===== src/rtl/dcarb_pkg.sv =====
package dcarb_pkg;
  typedef enum logic {
    ARB_FIXED  = 1'b0,
    ARB_ROTATE = 1'b1
  } arb_mode_e;
endpackage


===== src/rtl/dcarb_ripple.sv =====
module dcarb_ripple
  import dcarb_pkg::*;
#(
  parameter int        N_DEV = 4,
  parameter arb_mode_e MODE  = ARB_FIXED,
  parameter int        IDX_W = (N_DEV > 1) ? $clog2(N_DEV) : 1
) (
  input  logic             inject_i,
  input  logic [N_DEV-1:0] req_i,
  input  logic [IDX_W-1:0] start_i,
  output logic [N_DEV-1:0] grant_o,
  output logic [N_DEV-1:0] take_o
);
  // chain-order view: position 0 is the entry device
  logic [N_DEV-1:0] rreq, rgnt, rtake;
  logic [N_DEV:0]   chain;

  assign chain[0] = inject_i;

  for (genvar i = 0; i < N_DEV; i++) begin : g_stage
    assign rgnt[i]    = chain[i];
    assign rtake[i]   = chain[i] & rreq[i];
    assign chain[i+1] = chain[i] & ~rreq[i];
  end

  logic unused_tail;
  assign unused_tail = chain[N_DEV];

  if (MODE == ARB_ROTATE) begin : g_rot
    logic [2*N_DEV-1:0] req2, gnt2, take2;
    assign req2    = {req_i, req_i} >> start_i;
    assign rreq    = req2[N_DEV-1:0];
    assign gnt2    = {rgnt, rgnt} << start_i;
    assign take2   = {rtake, rtake} << start_i;
    assign grant_o = gnt2[2*N_DEV-1:N_DEV];
    assign take_o  = take2[2*N_DEV-1:N_DEV];
    logic unused_rot;
    assign unused_rot = ^{req2[2*N_DEV-1:N_DEV], gnt2[N_DEV-1:0], take2[N_DEV-1:0]};
  end else begin : g_fix
    logic unused_start;
    assign unused_start = ^start_i;
    assign rreq    = req_i;
    assign grant_o = rgnt;
    assign take_o  = rtake;
  end
endmodule


===== src/rtl/dcarb_node.sv =====
module dcarb_node (
  input  logic clk_i,
  input  logic rst_ni,
  input  logic take_i,
  input  logic done_i,
  output logic own_o
);
  logic own_q;

  always_ff @(posedge clk_i or negedge rst_ni) begin
    if (!rst_ni)               own_q <= 1'b0;
    else if (own_q && done_i)  own_q <= 1'b0;
    else if (take_i)           own_q <= 1'b1;
  end

  assign own_o = own_q;

  assert_release_R7: assert property (@(posedge clk_i) disable iff (!rst_ni)
    (own_o && done_i) |=> !own_o);
  assert_hold_R6: assert property (@(posedge clk_i) disable iff (!rst_ni)
    (own_o && !done_i) |=> own_o);
endmodule


===== src/rtl/dcarb_channel.sv =====
module dcarb_channel
  import dcarb_pkg::*;
#(
  parameter int        N_DEV = 4,
  parameter arb_mode_e MODE  = ARB_FIXED,
  parameter int        IDX_W = (N_DEV > 1) ? $clog2(N_DEV) : 1
) (
  input  logic             clk_i,
  input  logic             rst_ni,
  input  logic [N_DEV-1:0] req_i,
  input  logic [N_DEV-1:0] done_i,
  input  logic [N_DEV-1:0] own_i,
  input  logic [N_DEV-1:0] take_i,
  output logic             busy_o,
  output logic             inject_o,
  output logic [IDX_W-1:0] start_o
);
  logic busy_q, req_line, release_w;

  assign req_line  = |req_i;
  assign release_w = |(own_i & done_i);
  assign inject_o  = req_line & ~busy_q;
  assign busy_o    = busy_q;

  always_ff @(posedge clk_i or negedge rst_ni) begin
    if (!rst_ni)        busy_q <= 1'b0;
    else if (release_w) busy_q <= 1'b0;
    else if (|take_i)   busy_q <= 1'b1;
  end

  if (MODE == ARB_ROTATE) begin : g_ptr
    logic [IDX_W-1:0] ptr_q, own_idx;

    always_comb begin
      own_idx = '0;
      for (int i = 0; i < N_DEV; i++)
        if (own_i[i]) own_idx = IDX_W'(i);
    end

    always_ff @(posedge clk_i or negedge rst_ni) begin
      if (!rst_ni) ptr_q <= '0;
      else if (release_w) begin
        if (!req_line)                          ptr_q <= '0;
        else if (own_idx == IDX_W'(N_DEV - 1))  ptr_q <= '0;
        else                                    ptr_q <= own_idx + 1'b1;
      end
    end

    assign start_o = ptr_q;

    assert_wrap_R9: assert property (@(posedge clk_i) disable iff (!rst_ni)
      (release_w && req_line && own_i[N_DEV-1]) |=> (start_o == '0));
    assert_withdraw_R10: assert property (@(posedge clk_i) disable iff (!rst_ni)
      (release_w && !req_line) |=> (start_o == '0));
  end else begin : g_noptr
    assign start_o = '0;
  end

  assert_busy_owner_R5: assert property (@(posedge clk_i) disable iff (!rst_ni)
    busy_o == (|own_i));
  assert_capture_R4: assert property (@(posedge clk_i) disable iff (!rst_ni)
    inject_o |=> busy_o);
endmodule


===== src/rtl/daisy_arbiter.sv =====
module daisy_arbiter
  import dcarb_pkg::*;
#(
  parameter int        N_DEV = 4,
  parameter arb_mode_e MODE  = ARB_FIXED
) (
  input  logic             clk_i,
  input  logic             rst_ni,
  input  logic [N_DEV-1:0] req_i,
  input  logic [N_DEV-1:0] done_i,
  output logic [N_DEV-1:0] grant_o,
  output logic [N_DEV-1:0] owner_o,
  output logic             busy_o
);
  localparam int IDX_W = (N_DEV > 1) ? $clog2(N_DEV) : 1;

  logic             inject;
  logic [IDX_W-1:0] start;
  logic [N_DEV-1:0] take, own;

  dcarb_channel #(.N_DEV(N_DEV), .MODE(MODE), .IDX_W(IDX_W)) u_channel (
    .clk_i    (clk_i),
    .rst_ni   (rst_ni),
    .req_i    (req_i),
    .done_i   (done_i),
    .own_i    (own),
    .take_i   (take),
    .busy_o   (busy_o),
    .inject_o (inject),
    .start_o  (start)
  );

  dcarb_ripple #(.N_DEV(N_DEV), .MODE(MODE), .IDX_W(IDX_W)) u_ripple (
    .inject_i (inject),
    .req_i    (req_i),
    .start_i  (start),
    .grant_o  (grant_o),
    .take_o   (take)
  );

  for (genvar i = 0; i < N_DEV; i++) begin : g_node
    dcarb_node u_node (
      .clk_i  (clk_i),
      .rst_ni (rst_ni),
      .take_i (take[i]),
      .done_i (done_i[i]),
      .own_o  (own[i])
    );
  end

  assign owner_o = own;

  assert_one_owner_R5: assert property (@(posedge clk_i) disable iff (!rst_ni)
    $onehot0(owner_o));
  assert_no_grant_busy_R2: assert property (@(posedge clk_i) disable iff (!rst_ni)
    busy_o |-> (grant_o == '0));
  assert_single_take_R4: assert property (@(posedge clk_i) disable iff (!rst_ni)
    $onehot0(take));
  assert_owner_stable_R6: assert property (@(posedge clk_i) disable iff (!rst_ni)
    ((owner_o != '0) && ((owner_o & done_i) == '0)) |=> $stable(owner_o));
endmodule


===== config.mk =====
export PLATFORM = sky130hd
export DESIGN_NAME = daisy_arbiter
export DESIGN_NICKNAME = d
export VERILOG_FILES = /design/src/rtl/dcarb_pkg.sv /design/src/rtl/dcarb_ripple.sv /design/src/rtl/dcarb_node.sv /design/src/rtl/dcarb_channel.sv /design/src/rtl/daisy_arbiter.sv
export SDC_FILE = /design/constraint.sdc
export NUM_CORES = 1
export LEC_CHECK = 0
export ABC_AREA = 1
export BUFFER_PORTS_ARGS = -buffer_cell sky130_fd_sc_hd__buf_2
export CAP_MARGIN = 25
export CORE_AREA = 3 3 40 42
export CTS_BUF_LIST = sky130_fd_sc_hd__clkbuf_2
export CTS_CLUSTER_SIZE = 28
export DETAILED_ROUTE_END_ITERATION = 16
export DIE_AREA = 0 0 43 45
export GPL_ROUTABILITY_DRIVEN = 0
export PLACE_DENSITY = 0.6
export SLEW_MARGIN = 20
export SYNTH_ARGS = -nofsm -noshare
export SYNTH_HDL_FRONTEND = slang
export SYNTH_SLANG_ARGS = --single-unit

===== constraint.sdc =====
create_clock -name clk_i -period 0.92 [get_ports clk_i]
set_input_delay 0.138 -clock clk_i [delete_from_list [all_inputs] [get_ports clk_i]]
set_output_delay 0.138 -clock clk_i [all_outputs]
set_load 0.05 [all_outputs]

# After elaboration in Yosys (flattened, before gate mapping)
# Cells that the tools add are included.
# word_totals
reg_bits	5
latch_bits	0
mem_bits_rw	0
mem_bits_ro	0
output_inout_bits	9
mem_count	0
# op_classes
n_addsub	0
mul	0
div	0
n_lt_le_gt_ge	0
n_eq_ne	0
shift	0
muxes	10
bitwise	13
n_reduce_logical	12
# ops
operator	n
$reduce_or A4 Y1	3
$mux W1	10
$reduce_bool A2 Y1	5
$and A1 B1 Y1	8
$and A4 B4 Y4	1
$logic_and A1 B1 Y1	4
$not A1 Y1	4

# Longest topological paths before layout
# Gate-level depths: netlist (run 1).
# logic_depth
depth_word	9
ltp_mapped	5

# By module
# Synthesis (run 1) repeated with hierarchy kept, for this count alone.
# hier_totals
hier_cells	63
area_unflattened_um2	375.4
# by_module_without_submodules
module	instances	cells_each	area_each_um2	seq_area_each_um2
dcarb_node	4	6	43.8	25.0
dcarb_channel	1	24	120.1	25.0
dcarb_ripple	1	15	80.1	0.0

# Worst setup path after synthesis (run 1)
# No wires, ideal clock.
# synth_path
path_type	reg2out
from	reg u_channel.busy_q, in the netlist u_channel.busy_o
to	out grant_o[1]
t_arrival_ps	1449
required_ps	782
setup_slack_ps	-667
stages_incl_launch_ff	4
path_cell_list	dfrtp_1 > inv_2 > nand2_1 > nor2_1
# synth_via
elab_chain_cells	3
# synth_rtl
item	line	source
from (decl)	dcarb_channel.sv:18	logic busy_q, req_line, release_w;
from (signal assigned)	dcarb_channel.sv:26	if (!rst_ni) busy_q <= 1'b0;
from (signal assigned)	dcarb_channel.sv:27	else if (release_w) busy_q <= 1'b0;
from (signal assigned)	dcarb_channel.sv:28	else if (|take_i) busy_q <= 1'b1;
$not A1 Y1	dcarb_channel.sv:22	assign inject_o = req_line & ~busy_q;
$and A1 B1 Y1	dcarb_channel.sv:22	
$and A1 B1 Y1	dcarb_ripple.sv:23	assign chain[i+1] = chain[i] & ~rreq[i];
to (decl)	daisy_arbiter.sv:11	output logic [N_DEV-1:0] grant_o,
# Every way passes these cells.

# Final worst setup path (run 1)
# layout_path
from	reg u_channel.busy_q, in the netlist u_channel.busy_o
to	out grant_o[3]
# layout_via
elab_chain_cells	5
# layout_rtl
item	line
$not A1 Y1	dcarb_channel.sv:22
$and A1 B1 Y1	dcarb_channel.sv:22
$and A1 B1 Y1 (3 in a row)	dcarb_ripple.sv:23
# Every way passes these cells.

==> results of run 1 <==
==> flip-flops by register name (all words and copies together), names as in the netlist <==
signal	flops
u_channel.busy_o	1
g_node.u_node.own_o	4
==> cells by family after synthesis <==
| family | after synthesis | share of synthesized area (%) |
|---|---|---|
| AOI/OAI and AO/OA | 6 | 11.02 |
| buffers and inverters | 17 | 25.98 |
| DFF | 5 | 39.37 |
| and+or+nand+nor | 17 | 23.62 |
==> worst max path at each step <==
stage | endpoint | slack, ps | cells past startpoint
floorplan | grant_o[1] | -210 | 3
global placement | grant_o[3] | -170 | 4
detailed placement | grant_o[3] | -180 | 4
CTS | grant_o[3] | -320 | 4
global route | grant_o[3] | -370 | 4
finish | grant_o[3] | -310 | 4
==> cell type report <==
class	count	area [µm²]	area share, %
inverters	12	52.55	8.554
clock buffers	4	20.02	3.259
repair buffers	29	257.7	41.96
well taps	15	18.77	3.055
flip-flops and latches	5	126.4	20.57
multi-input cells	23	138.9	22.61
==> layer usage <==
layer | up-vias | global-route usage, %
met5 | - | 0
met4 | 0 | 1.807
met3 | 5 | 6.375
met2 | 12 | 18.56
li1 | 190 | -
met1 | 162 | 10.95
==> through the flow <==
stage / setup TNS [ps] / std cells / total power [W] / setup WS, ps / instance area (µm²)
finish: -1535 / 88 / 0.002175 / -314.1 / 614.3
global route: -2179 / 88 / 0.002313 / -372.4 / 614.3
CTS: -1603 / 89 / 0.002146 / -321.2 / 609.3
detailed placement: -571.2 / 81 / 0.001506 / -175.6 / 465.4
global placement: -516.6 / 81 / 0.001496 / -169.5 / 465.4
floorplan: -772.4 / 45 / 0.001367 / -208.7 / 337.8
==> repair_timing <==
action,4_1_cts,5_1_grt
gates cloned,0,0
endpoints found under the setup margin,10,14
hold endpoints to repair,5,0
pin swaps,3,6
resized for setup,27,6
buffers inserted,3,2
hold buffers,1,0
==> cell usage in the layout, fill, tap and decap left out <==
cell type / n
sky130_fd_sc_hd__a21boi_1: 1
sky130_fd_sc_hd__dlygate4sd3_1: 1
sky130_fd_sc_hd__inv_4: 3
sky130_fd_sc_hd__nand2_2: 2
sky130_fd_sc_hd__o21ai_2: 1
sky130_fd_sc_hd__dfrtp_1: 4
sky130_fd_sc_hd__nor2_4: 1
sky130_fd_sc_hd__buf_8: 5
sky130_fd_sc_hd__nor2_1: 2
sky130_fd_sc_hd__nor2_2: 1
sky130_fd_sc_hd__o21a_1: 1
sky130_fd_sc_hd__dfrtp_2: 1
sky130_fd_sc_hd__buf_2: 9
sky130_fd_sc_hd__nand2_1: 7
sky130_fd_sc_hd__nor3_2: 1
sky130_fd_sc_hd__a21oi_1: 1
sky130_fd_sc_hd__inv_2: 1
sky130_fd_sc_hd__inv_1: 8
sky130_fd_sc_hd__buf_6: 6
sky130_fd_sc_hd__buf_4: 8
sky130_fd_sc_hd__nand4_1: 3
sky130_fd_sc_hd__a21oi_2: 2
sky130_fd_sc_hd__clkbuf_2: 4
==> where the power goes <==
group / leakage [nW] / internal, W / switching, W
sequential: 0.0607 / 0.000331 / 0.0000993
combinational: 0.265 / 0.000633 / 0.000889
clock: 0.0166 / 0.000115 / 0.000107
total: 0.342 / 0.00108 / 0.00110
==> results.md, run 1 <==
Run status:
- The flow ran to the end, but the final reports show violations.
- The checks that failed: negative setup slack.

Placed design:
- The placed wire-length estimate is 634.1 µm.
- Buffers placed on the I/O ports in this run total 18.

Global route:
- Global routing consumed, over all layers together, 10.53% of the routing resources.
- The remaining global-route overflow is 0.
- The pin count of the biggest net entering global routing is 6.
- The first global-routing pass estimated 1.497 mm of wire.
- The number of antenna violations at the first check in global routing came to 0.
- The via count of the first global-routing pass came to 389.

Min path:
- The startpoint of the tightest hold check path is done_i[0].
- For hold timing, the worst endpoint is g_node[0].u_node.own_o.
- The cell depth of the worst hold path is 2.
- The path class of the tightest hold or removal check is primary input to flip-flop.

Worst setup path:
- Walking the worst path, the cells encountered are inv_4 -> nand4_1 -> inv_4 -> buf_8.
- The cell with the largest stage delay on the worst path is sky130_fd_sc_hd__dfrtp_2.
- The worst setup path is launched from a flip-flop.
- The origin of the worst setup path is u_channel.busy_o.
- The setup slack of the worst register-to-register path is -70 ps.
- In this design, the critical path's most frequently occurring cell is sky130_fd_sc_hd__inv_4.
- The arrival time reported for the critical path endpoint is 1100 ps.
- The end of the worst register-to-register path is g_node[3].u_node.own_o.
- The number of cell instances on the worst register-to-register path is 4.
- The stage delay of the slowest cell on the critical path is 420 ps.
- The worst setup path is captured at a primary output.
- The critical path contains buffers and inverters numbering 3 combined.
- For the worst setup path, the data required time is 780 ps.
- The family of cells with the greatest summed delay on the critical path is flip-flops.
- Of all nets on the critical path, the largest fanout is 4.
- The reg-to-reg critical path startpoint is u_channel.busy_o.
- The critical path is of the flip-flop to primary output type.

Floorplanning:
- The floorplan step set the die width to 43 µm.
- The floorplan step set the die height to 45 µm.
- The region available for standard cell placement spans 0.001285 mm².
- The initial cell density of the core is 24.73%.
- The die area is 0.001935 mm².
- The floorplan has 13 rows.
- For this design the top-level I/O count stands at 19.

Synthesis:
- After synthesis, the share of flip-flops with an asynchronous set or reset is 100.0%.
- The fraction of the yosys area taken by sequential cells is 39.37%.
- Synthesis produced a netlist with a net count of 55.
- The predominant post-synthesis flop cell is sky130_fd_sc_hd__dfrtp_1.
- After technology mapping, the gate count stands at 45.
- The synthesized netlist contains 13 unique library cells.
- The post-synthesis sequential element count is 5.
- In this run the cell area of the synthesized design comes to 317.8 µm².
- Sorting the synthesized cells by how often they occur yields sky130_fd_sc_hd__inv_1, sky130_fd_sc_hd__nand2_1, sky130_fd_sc_hd__buf_4, sky130_fd_sc_hd__dfrtp_1.
- The library cell with the largest summed area after synthesis is sky130_fd_sc_hd__dfrtp_1.
- The mean instance size in the synthesized netlist is 7.062 µm².
- Of the post-synthesis cell area, the dominant cell type holds 39.37%.
- Yosys attributes the largest share of cell area to sky130_fd_sc_hd__dfrtp_1, sky130_fd_sc_hd__inv_1, sky130_fd_sc_hd__buf_4, sky130_fd_sc_hd__nand2_1, sky130_fd_sc_hd__nand4_1.
- For this run, the number of Yosys warnings is 0.
- In the post-synthesis netlist, the cell with the most instances is sky130_fd_sc_hd__inv_1.
- In this run, synthesis inferred 0 flip-flops with an integrated enable.

Pwr:
- IR analysis of the VDD net gives a maximum drop of 1.521 mV.
- The power density relative to cell area is 3541 mW/mm².
- The analysis attributes to cell leakage a power of 0.3419 nW.

Clocking:
- In this run the number of H-tree levels came out at 1.
- The clock latency of the later-clocked register in the worst-skew pair is 230 ps.
- The number of buffers inserted during clock tree synthesis is 3.
- The CTS clock-pin slew for the worst setup and hold paths is 70 ps.
- For this design, the sink count on the clock tree is 5.
- The buffer depth of the longest clock path is 2.
- The cell at the root of the clock tree is sky130_fd_sc_hd__clkbuf_2.
- The clock tree from TritonCTS is built.

STA:
- The worst path uses 134.1% of the clock period.
- The headroom to the max-slew limit is 88.93%.
- In the post-route analysis, the smallest setup slack over all paths is -314.1 ps.
- The max-slew violation count is 0.
- The final number of setup-violating endpoints is 12.
- Setup repair after global routing could not meet its margin everywhere.
- The transition time at the pin with the least slew margin is 165.5 ps.
- Hold is met by 98.95 ps.
- The number of hold violations in the final report is 0.
- After layout, the minimum clock period comes to 1234 ps.
- The top achievable clock speed is 810.3 MHz.
- The worst setup skew after layout is 2.334 ps.

Routing:
- The remaining design rule violation count is 0.
- After detailed routing, the wire length on met1 is 355 µm.
- For this block, the initial DRC count from the detailed router was 4.
- The average via count per standard cell is 4.193.
- For this run, the detailed router's first-pass iteration total came to 3.
- The sum of met3 wire segment lengths after detailed routing is 73 µm.
- In the final routed layout, each cell accounts on average for 10.00 µm.
- In this run the top signal layer used is met4.
- Wire segments on met2 add up to 435 µm in the final route.
- The final layout contains routed wiring with a total length of 880 µm.
- The number of nets still failing antenna checks after routing is 0.
- The routed layout has 369 vias.

Layout:
- Measured on the finished design, the core utilization comes to 47.81%.
- The number of antenna diodes is 0.
- The relative area change from synthesis to final layout is 93.31%.
- The layout net count is 84.
- In the final layout, the share of cells above drive strength 1 is 61.64%.
- Counting the fill cells in the layout gives 126.

Job:
- The number of max-cap violations is 0.
(Power assumes the default switching activity.)
==> run 2, diff against run 1 <==
--- a/config.mk
+++ b/config.mk
@@ -8,14 +8,16 @@
 export ABC_AREA = 1
 export BUFFER_PORTS_ARGS = -buffer_cell sky130_fd_sc_hd__buf_2
 export CAP_MARGIN = 25
-export CORE_AREA = 3 3 40 42
+export CELL_PAD_IN_SITES_DETAIL_PLACEMENT = 2
+export CELL_PAD_IN_SITES_GLOBAL_PLACEMENT = 2
+export CORE_MARGIN = 3
+export CORE_UTILIZATION = 21
 export CTS_BUF_LIST = sky130_fd_sc_hd__clkbuf_2
 export CTS_CLUSTER_SIZE = 28
 export DETAILED_ROUTE_END_ITERATION = 16
-export DIE_AREA = 0 0 43 45
 export GPL_ROUTABILITY_DRIVEN = 0
-export PLACE_DENSITY = 0.6
-export SLEW_MARGIN = 20
+export PLACE_DENSITY_LB_ADDON = 0.05
+export SLEW_MARGIN = 15
 export SYNTH_ARGS = -nofsm -noshare
 export SYNTH_HDL_FRONTEND = slang
 export SYNTH_SLANG_ARGS = --single-unit
==> results.md, run 2 (synthesis results as in run 1) <==
Clocking:
- The number of buffers inserted during clock tree synthesis is 3 (unchanged).
- The level count of the clock H-tree is 1 (unchanged).
- The clock latency of the later-clocked register in the worst-skew pair is 240 ps (about the same).
- The CTS clock-pin slew for the worst setup and hold paths was 70 ps (about the same).
- The tree is rooted in a sky130_fd_sc_hd__clkbuf_2.
- The buffer depth of the longest clock path is 2 (unchanged).
- The total number of clock tree sinks is 5 (unchanged).
- TritonCTS built the clock tree.

Global route:
- The remaining global-route overflow is 0 (unchanged).
- The via count of the first global-routing pass is 417 (+7.2%).
- The pin count of the biggest net entering global routing is 6 (unchanged).
- The number of antenna violations at the first check in global routing came to 0 (unchanged).
- The first-pass GRT wire length is 1.938 mm (+29%).
- The all-layer global routing usage came to 14.49% (+4.0 points).

STA:
- The worst setup skew after layout is 8.643 ps (+6.309 ps).
- The final number of setup-violating endpoints came to 14 (+2).
- The headroom to the max-slew limit was 88.28% (-0.66 points).
- The top achievable clock speed is 787.2 MHz (-2.9%).
- The final worst setup slack is -350.4 ps (-36.24 ps).
- The number of hold violations in the final report is 0 (unchanged).
- Setup repair after global routing could not meet its margin everywhere.
- The time the final worst path needs with I/O delays and setup came to 1270 ps (+36.24 ps).
- The share of the clock period used by the worst path is 138.1% (+3.9 points).
- The final-layout worst hold slack came to 84.89 ps (-14.07 ps).
- The transition time at the pin with the least slew margin is 175.3 ps (+9.810 ps).
- The max-slew violation count came to 0 (unchanged).

Floorplanning:
- The count of standard-cell rows is 13 (unchanged).
- The die area is 0.002016 mm² (+4.2%).
- The die boundary height came to 44.90 µm (-0.22%).
- The initial cell density of the core came to 23.26% (-1.5 points).
- The top-level port count is 19 (unchanged).
- The width of the die was 44.90 µm (+4.4%).
- The core area came to 0.001366 mm² (+6.3%).

Layout:
- The final core area utilization is 48.90% (+1.1 points).
- The layout net count is 87 (+3.6%).
- The top cell types in the final layout, fill and taps aside, are sky130_fd_sc_hd__buf_2, sky130_fd_sc_hd__buf_4, sky130_fd_sc_hd__inv_1, sky130_fd_sc_hd__buf_6, sky130_fd_sc_hd__nand2_1.
- The fraction of final layout cells sized beyond drive strength 1 was 68.42% (+6.8 points).
- The number of antenna diodes is 0 (unchanged).
- The number of fill cells in the layout is 155 (+23%).
- The flip-flop count of the largest register, all copies and words added came to 4 (unchanged).
- The relative area change from synthesis to final layout is 110.2%.
- The post-route non-filler standard cell count is 91 (+3.4%).

Worst setup path:
- In this design, the critical path's most frequently occurring cell is sky130_fd_sc_hd__inv_4.
- The critical path is of the flip-flop to primary output type.
- The maximum fanout encountered on the critical timing path came to 4 (unchanged).
- The origin of the worst setup path is u_channel.busy_o.
- The worst setup path is launched from a flip-flop.
- The arrival time reported for the critical path endpoint is 1130 ps (+30 ps).
- The capturing element type of the critical path is a primary output.
- The data required time at the worst endpoint is 780 ps (about the same).
- The reg-to-reg critical path startpoint is u_channel.busy_o.
- The stage delay of the slowest cell on the critical path is 420 ps (about the same).
- The cell with the largest stage delay on the worst path is sky130_fd_sc_hd__dfrtp_2.
- Walking the worst path, the cells encountered are inv_4 -> nand4_1 -> inv_4 -> buf_8.

Pwr:
- The power density relative to cell area is 3668 mW/mm² (+3.6%).
- The portion of total power attributed to combinational logic was 72.6% (+2.6 points).
- The relative contribution of sequential cells to total power is 18.3% (-1.5 points).
- The power share of the clock group is 9.1% (-1.1 points).
- The internal power contribution is 0.001244 W (+15%).
- The switching share of power is 49.23% (-1.1 points).
- The net switching power is 0.001207 W (+10%).
- The cell leakage power is 0.3619 nW (+5.9%).
- The worst-case vdd ir drop came to 1.573 mV (+3.4%).

Routing:
- The remaining design rule violation count is 0 (unchanged).
- The average wire per standard cell is 13.63 µm (+36%).
- The final routed wirelength across all metal layers is 1.240 mm (+41%).
- The number of violations reported at the end of detailed-routing iteration 0 is 5 (+1).
- The first-pass iteration count of the detailed router came to 3 (unchanged).
- The average via count per standard cell was 4.484 (+6.9%).
- The total via count after detailed routing is 408 (+11%).
- The number of nets still failing antenna checks after routing is 0 (unchanged).

Placed design:
- The number of buffer cells added on primary ports was 18 (unchanged).
- The placed wire-length estimate came to 873.8 µm (+38%).
- The post-placement worst setup slack was -207.7 ps (-32.06 ps).
- The number of instances in the placed design came to 80 (-1.2%).

Run status:
- The checks that failed: negative setup slack.
- The run finished, with violations left.

Job:
- The number of max-cap violations is 0 (unchanged).

Min path:
- The startpoint of the tightest hold check path is done_i[0].
- The class of the tightest hold or removal check is primary input to flip-flop.
==> run 2: power by group through the flow <==
stage	combinational [W]	clock (W)	sequential [W]
final	0.00178	0.000223	0.000448
after global routing	0.00189	0.000266	0.000467
after CTS	0.00153	0.000240	0.000442
after detailed placement	0.00112	0	0.000423
after global placement	0.00109	0	0.000405
after floorplan	0.000877	0	0.000490
==> run 2: timing repair <==
action | in CTS | in global routing
buffers inserted | 4 | 4
pin swaps | 4 | 7
endpoints found under the hold margin | 5 | 0
resized for setup | 28 | 13
setup endpoints to repair | 11 | 14
hold buffers | 1 | 0
==> run 2: cell type report <==
cell class                      count  area (µm²)  share of cell area, %
Multi-Input combinational cell     23       161.4                  24.16
Inverter                           12       52.55                  7.865
Timing Repair Buffer               32       287.8                  43.07
Sequential cell                     5       127.6                  19.10
Clock buffer                        4       20.02                  2.996
Tap cell                           15       18.77                  2.809
==> run 2: metal layers <==
| metal | track usage (%) | part of all wire [%] |
|---|---|---|
| met1 | 14.43 | 39 |
| met2 | 23.78 | 53 |
| met3 | 7.570 | 6.7 |
| met4 | 8.772 | 1.7 |
| met5 | 0 | 0 |
==> run 2: path summary, 6_finish.rpt <==
kind	endpoint	slack (ps)	cells past startpoint
setup reg to reg	g_node[0].u_node.own_o	-130	6
max in group asynchronous	u_channel.busy_o	530	2
min in group asynchronous	g_node[2].u_node.own_o	230	2
setup / recovery	grant_o[3]	-350	4
hold reg to reg	g_node[1].u_node.own_o	540	1
hold / removal	g_node[0].u_node.own_o	80	2
==> run 2: worst max-delay path, delay by kind of cell, from the launching register on <==
| family | cells | cell delay [ps] |
|---|---|---|
| buf+inv | 3 | 310 |
| flops | 1 | 420 |
| simple gates | 1 | 170 |
==> run 2: metrics by stage <==
step	TNS (ps)	power, W	cell area [µm²]
2_1_floorplan	-772.4	0.001367	337.8
3_3_place_gp	-606.3	0.001500	457.9
3_5_place_dp	-736.7	0.001545	457.9
4_1_cts	-2012	0.002208	603.1
5_1_grt	-2849	0.002625	668.1
6_report	-1929	0.002451	668.1
==> run 3, diff against run 2 <==
--- a/config.mk
+++ b/config.mk
@@ -6,15 +6,15 @@
 export NUM_CORES = 1
 export LEC_CHECK = 0
 export ABC_AREA = 1
-export BUFFER_PORTS_ARGS = -buffer_cell sky130_fd_sc_hd__buf_2
 export CAP_MARGIN = 25
 export CELL_PAD_IN_SITES_DETAIL_PLACEMENT = 2
 export CELL_PAD_IN_SITES_GLOBAL_PLACEMENT = 2
-export CORE_MARGIN = 3
-export CORE_UTILIZATION = 21
-export CTS_BUF_LIST = sky130_fd_sc_hd__clkbuf_2
+export CORE_AREA = 3 3 40 42
+export CTS_BUF_LIST = sky130_fd_sc_hd__clkbuf_8
 export CTS_CLUSTER_SIZE = 28
 export DETAILED_ROUTE_END_ITERATION = 16
+export DIE_AREA = 0 0 43 45
+export DONT_BUFFER_PORTS = 1
 export GPL_ROUTABILITY_DRIVEN = 0
 export PLACE_DENSITY_LB_ADDON = 0.05
 export SLEW_MARGIN = 15
==> results.md, run 3 (synthesis results as in run 1) <==
Clocking:
- The buffer depth of the longest clock path is 2 (unchanged).
- The level count of the clock H-tree is 1 (unchanged).
- The number of buffers inserted during clock tree synthesis is 3 (unchanged).
- The CTS clock-pin slew for the worst setup and hold paths was 40 ps (-30 ps).
- The total number of clock tree sinks is 5 (unchanged).
- TritonCTS built the clock tree.
- The cell sitting at the root of the clock tree is a sky130_fd_sc_hd__clkbuf_8.
- The clock latency of the later-clocked register in the worst-skew pair is 220 ps (-20 ps).

STA:
- Setup repair after global routing could not meet its margin everywhere.
- The final worst setup slack is -289.4 ps (+60.99 ps).
- The aggregate negative setup slack is -1498 ps (+431.3 ps).
- The share of the clock period used by the worst path is 131.5% (-6.6 points).
- The final-layout worst hold slack is 80.21 ps (-4.676 ps).
- The transition time at the pin with the least slew margin is 260.2 ps (+84.90 ps).
- The worst setup skew after layout is 1.430 ps (-7.213 ps).
- The final number of setup-violating endpoints is 9 (-5).
- The headroom to the max-slew limit is 82.60% (-5.7 points).
- The max-slew violation count is 0 (unchanged).
- The time the final worst path needs with I/O delays and setup is 1209 ps (-60.99 ps).
- The number of hold violations in the final report is 0 (unchanged).
- The top achievable clock speed is 826.9 MHz (+5.0%).

Pwr:
- The power density relative to cell area is 4309 mW/mm² (+17%).
- The worst-case vdd ir drop is 1.765 mV (+12%).
- The cell leakage power is 0.2964 nW (-18%).

Worst setup path:
- In this design, the critical path's most frequently occurring cell is sky130_fd_sc_hd__inv_4.
- The critical path goes through inv_4 -> nand4_1 -> inv_4.
- The cell with the largest stage delay on the worst path is sky130_fd_sc_hd__dfrtp_2.
- The family of cells with the greatest summed delay on the critical path is flip-flops.
- The stage delay of the slowest cell on the critical path was 420 ps (about the same).
- The arrival time reported for the critical path endpoint is 1070 ps (-60 ps).
- The data required time at the worst endpoint came to 780 ps (about the same).
- The reg-to-reg critical path startpoint is u_channel.busy_o.
- The maximum fanout encountered on the critical timing path was 5 (+1).
- The origin of the worst setup path is u_channel.busy_o.
- The buffers plus inverters on the worst setup path is 2 (-1).
- The path type of the worst setup path is flip-flop to primary output.
- The worst setup path is captured at a primary output.
- The launching element type of the critical path is a flip-flop.

Global route:
- The fraction of met3 tracks used by global routing came to 4.781% (-2.8 points).
- The global-route met1 utilization is 10.73% (-3.7 points).
- The number of antenna violations at the first check in global routing is 0 (unchanged).
- The first-pass GRT wire length is 1.545 mm (-20%).
- The remaining global-route overflow is 0 (unchanged).
- The pin count of the biggest net entering global routing came to 6 (unchanged).
- The via count of the first global-routing pass is 340 (-18%).
- The met2 usage came to 21.56% (-2.2 points).
- The all-layer global routing usage is 11.45% (-3.0 points).
- met2 is the most crowded layer.

Routing:
- The average via count per standard cell is 4.467 (-0.38%).
- The number of violations reported at the end of detailed-routing iteration 0 is 1 (-4).
- The final routed wirelength across all metal layers came to 1.102 mm (-11%).
- The average wire per standard cell is 14.69 µm (+7.8%).
- The first-pass iteration count of the detailed router is 4 (+1).
- The remaining design rule violation count came to 0 (unchanged).
- The number of nets still failing antenna checks after routing is 0 (unchanged).
- The total via count after detailed routing is 335 (-18%).

Floorplanning:
- The die area is 0.001935 mm² (-4.0%).
- The count of standard-cell rows is 13 (unchanged).
- The die boundary height is 45 µm (+0.22%).
- The core area is 0.001285 mm² (-6.0%).
- The width of the die is 43 µm (-4.2%).
- The initial cell density of the core is 24.73% (+1.5 points).
- The top-level port count is 19 (unchanged).

Run status:
- The final reports fail on negative setup slack.
- The flow ran to the end, but the final reports show violations.

Layout:
- The number of fill cells in the layout is 146 (-5.8%).
- Leaving out fill and tap cells, the most frequent cell in the layout is sky130_fd_sc_hd__inv_1.
- The flip-flop count of the largest register, all copies and words added was 4 (unchanged).
- In the layout the commonest cells are sky130_fd_sc_hd__inv_1, sky130_fd_sc_hd__nand2_1, sky130_fd_sc_hd__buf_4, sky130_fd_sc_hd__buf_6.
- The fraction of final layout cells sized beyond drive strength 1 is 51.67% (-17 points).
- The final core area utilization is 44.11% (-4.8 points).
- Compared with the post-synthesis result, the final layout area differs by 78.35%.
- The layout net count is 71 (-18%).
- The post-route standard cell area excluding fillers is 566.8 µm² (-15%).
- The number of antenna diodes came to 0 (unchanged).

Job:
- The number of max-cap violations is 0 (unchanged).

Min path:
- The tightest min-delay check is of the primary input to flip-flop type.
- The startpoint identified for the worst hold timing path is req_i[0].

Placed design:
- The placed wire-length estimate is 749.8 µm (-14%).
- The post-placement worst setup slack is -74.23 ps (+133.5 ps).
- The number of buffer cells added on primary ports was 0 (-18).
- The instance area after placement is 407.9 µm² (-11%).
-- run 3: changes by cell type in the layout (fill, tap and decap cells not counted), moves of 2 or more --
cell / delta
sky130_fd_sc_hd__buf_8: -4
sky130_fd_sc_hd__clkbuf_8: +3
sky130_fd_sc_hd__buf_12: +2
sky130_fd_sc_hd__nand2_1: +2
sky130_fd_sc_hd__buf_4: -3
sky130_fd_sc_hd__nand2_2: -2
sky130_fd_sc_hd__buf_2: -9
sky130_fd_sc_hd__clkbuf_2: -4
sky130_fd_sc_hd__buf_6: -3
-- run 3: per-layer routing --
layer	routed length (µm)	vias up
met1	407	161
met2	614	11
met5	0	-
met4	8	0
met3	71	2
li1	-	161
-- run 3: power breakdown --
part           internal (W)  switching (W)  total, W  leakage (nW)
combinational      0.000676       0.000918   0.00159         0.210
clock              0.000287       0.000116  0.000403        0.0269
sequential         0.000337       0.000109  0.000446        0.0596
total               0.00130        0.00114   0.00244         0.296
-- run 3: area by class of cell --
cell class / count / area (µm²) / area share, %
Clock buffer: 3 / 41.29 / 7.285
Clock inverter: 1 / 3.754 / 0.6623
Inverter: 12 / 52.55 / 9.272
Multi-Input combinational cell: 23 / 146.4 / 25.83
Sequential cell: 5 / 127.6 / 22.52
Tap cell: 15 / 18.77 / 3.311
Timing Repair Buffer: 16 / 176.4 / 31.13
-- run 3: metrics by stage --
| stage | power, W | instances |
|---|---|---|
| after floorplan | 0.001367 | 45 |
| after global placement | 0.001651 | 64 |
| after detailed placement | 0.001668 | 64 |
| after CTS | 0.002298 | 73 |
| after global routing | 0.002567 | 75 |
| final | 0.002442 | 75 |
-- run 3: repair_timing --
| item | CTS | global route |
|---|---|---|
| setup buffers | 3 | 5 |
| pin swaps | 2 | 3 |
| endpoints found under the setup margin | 11 | 13 |
| resized for setup | 10 | 7 |
| hold endpoints to repair | 6 | 0 |
| hold buffers | 2 | 0 |
-- run 3: final timing paths --
check                                    endpoint  cells past startpoint  slack (ps)
min                        g_node[0].u_node.own_o                      2          80
max                                    grant_o[3]                      3        -290
max in group asynchronous  g_node[0].u_node.own_o                      1         470
max reg2reg                g_node[3].u_node.own_o                      4        -110
min reg2reg                g_node[2].u_node.own_o                      2         560
min in group asynchronous        u_channel.busy_o                      1         220
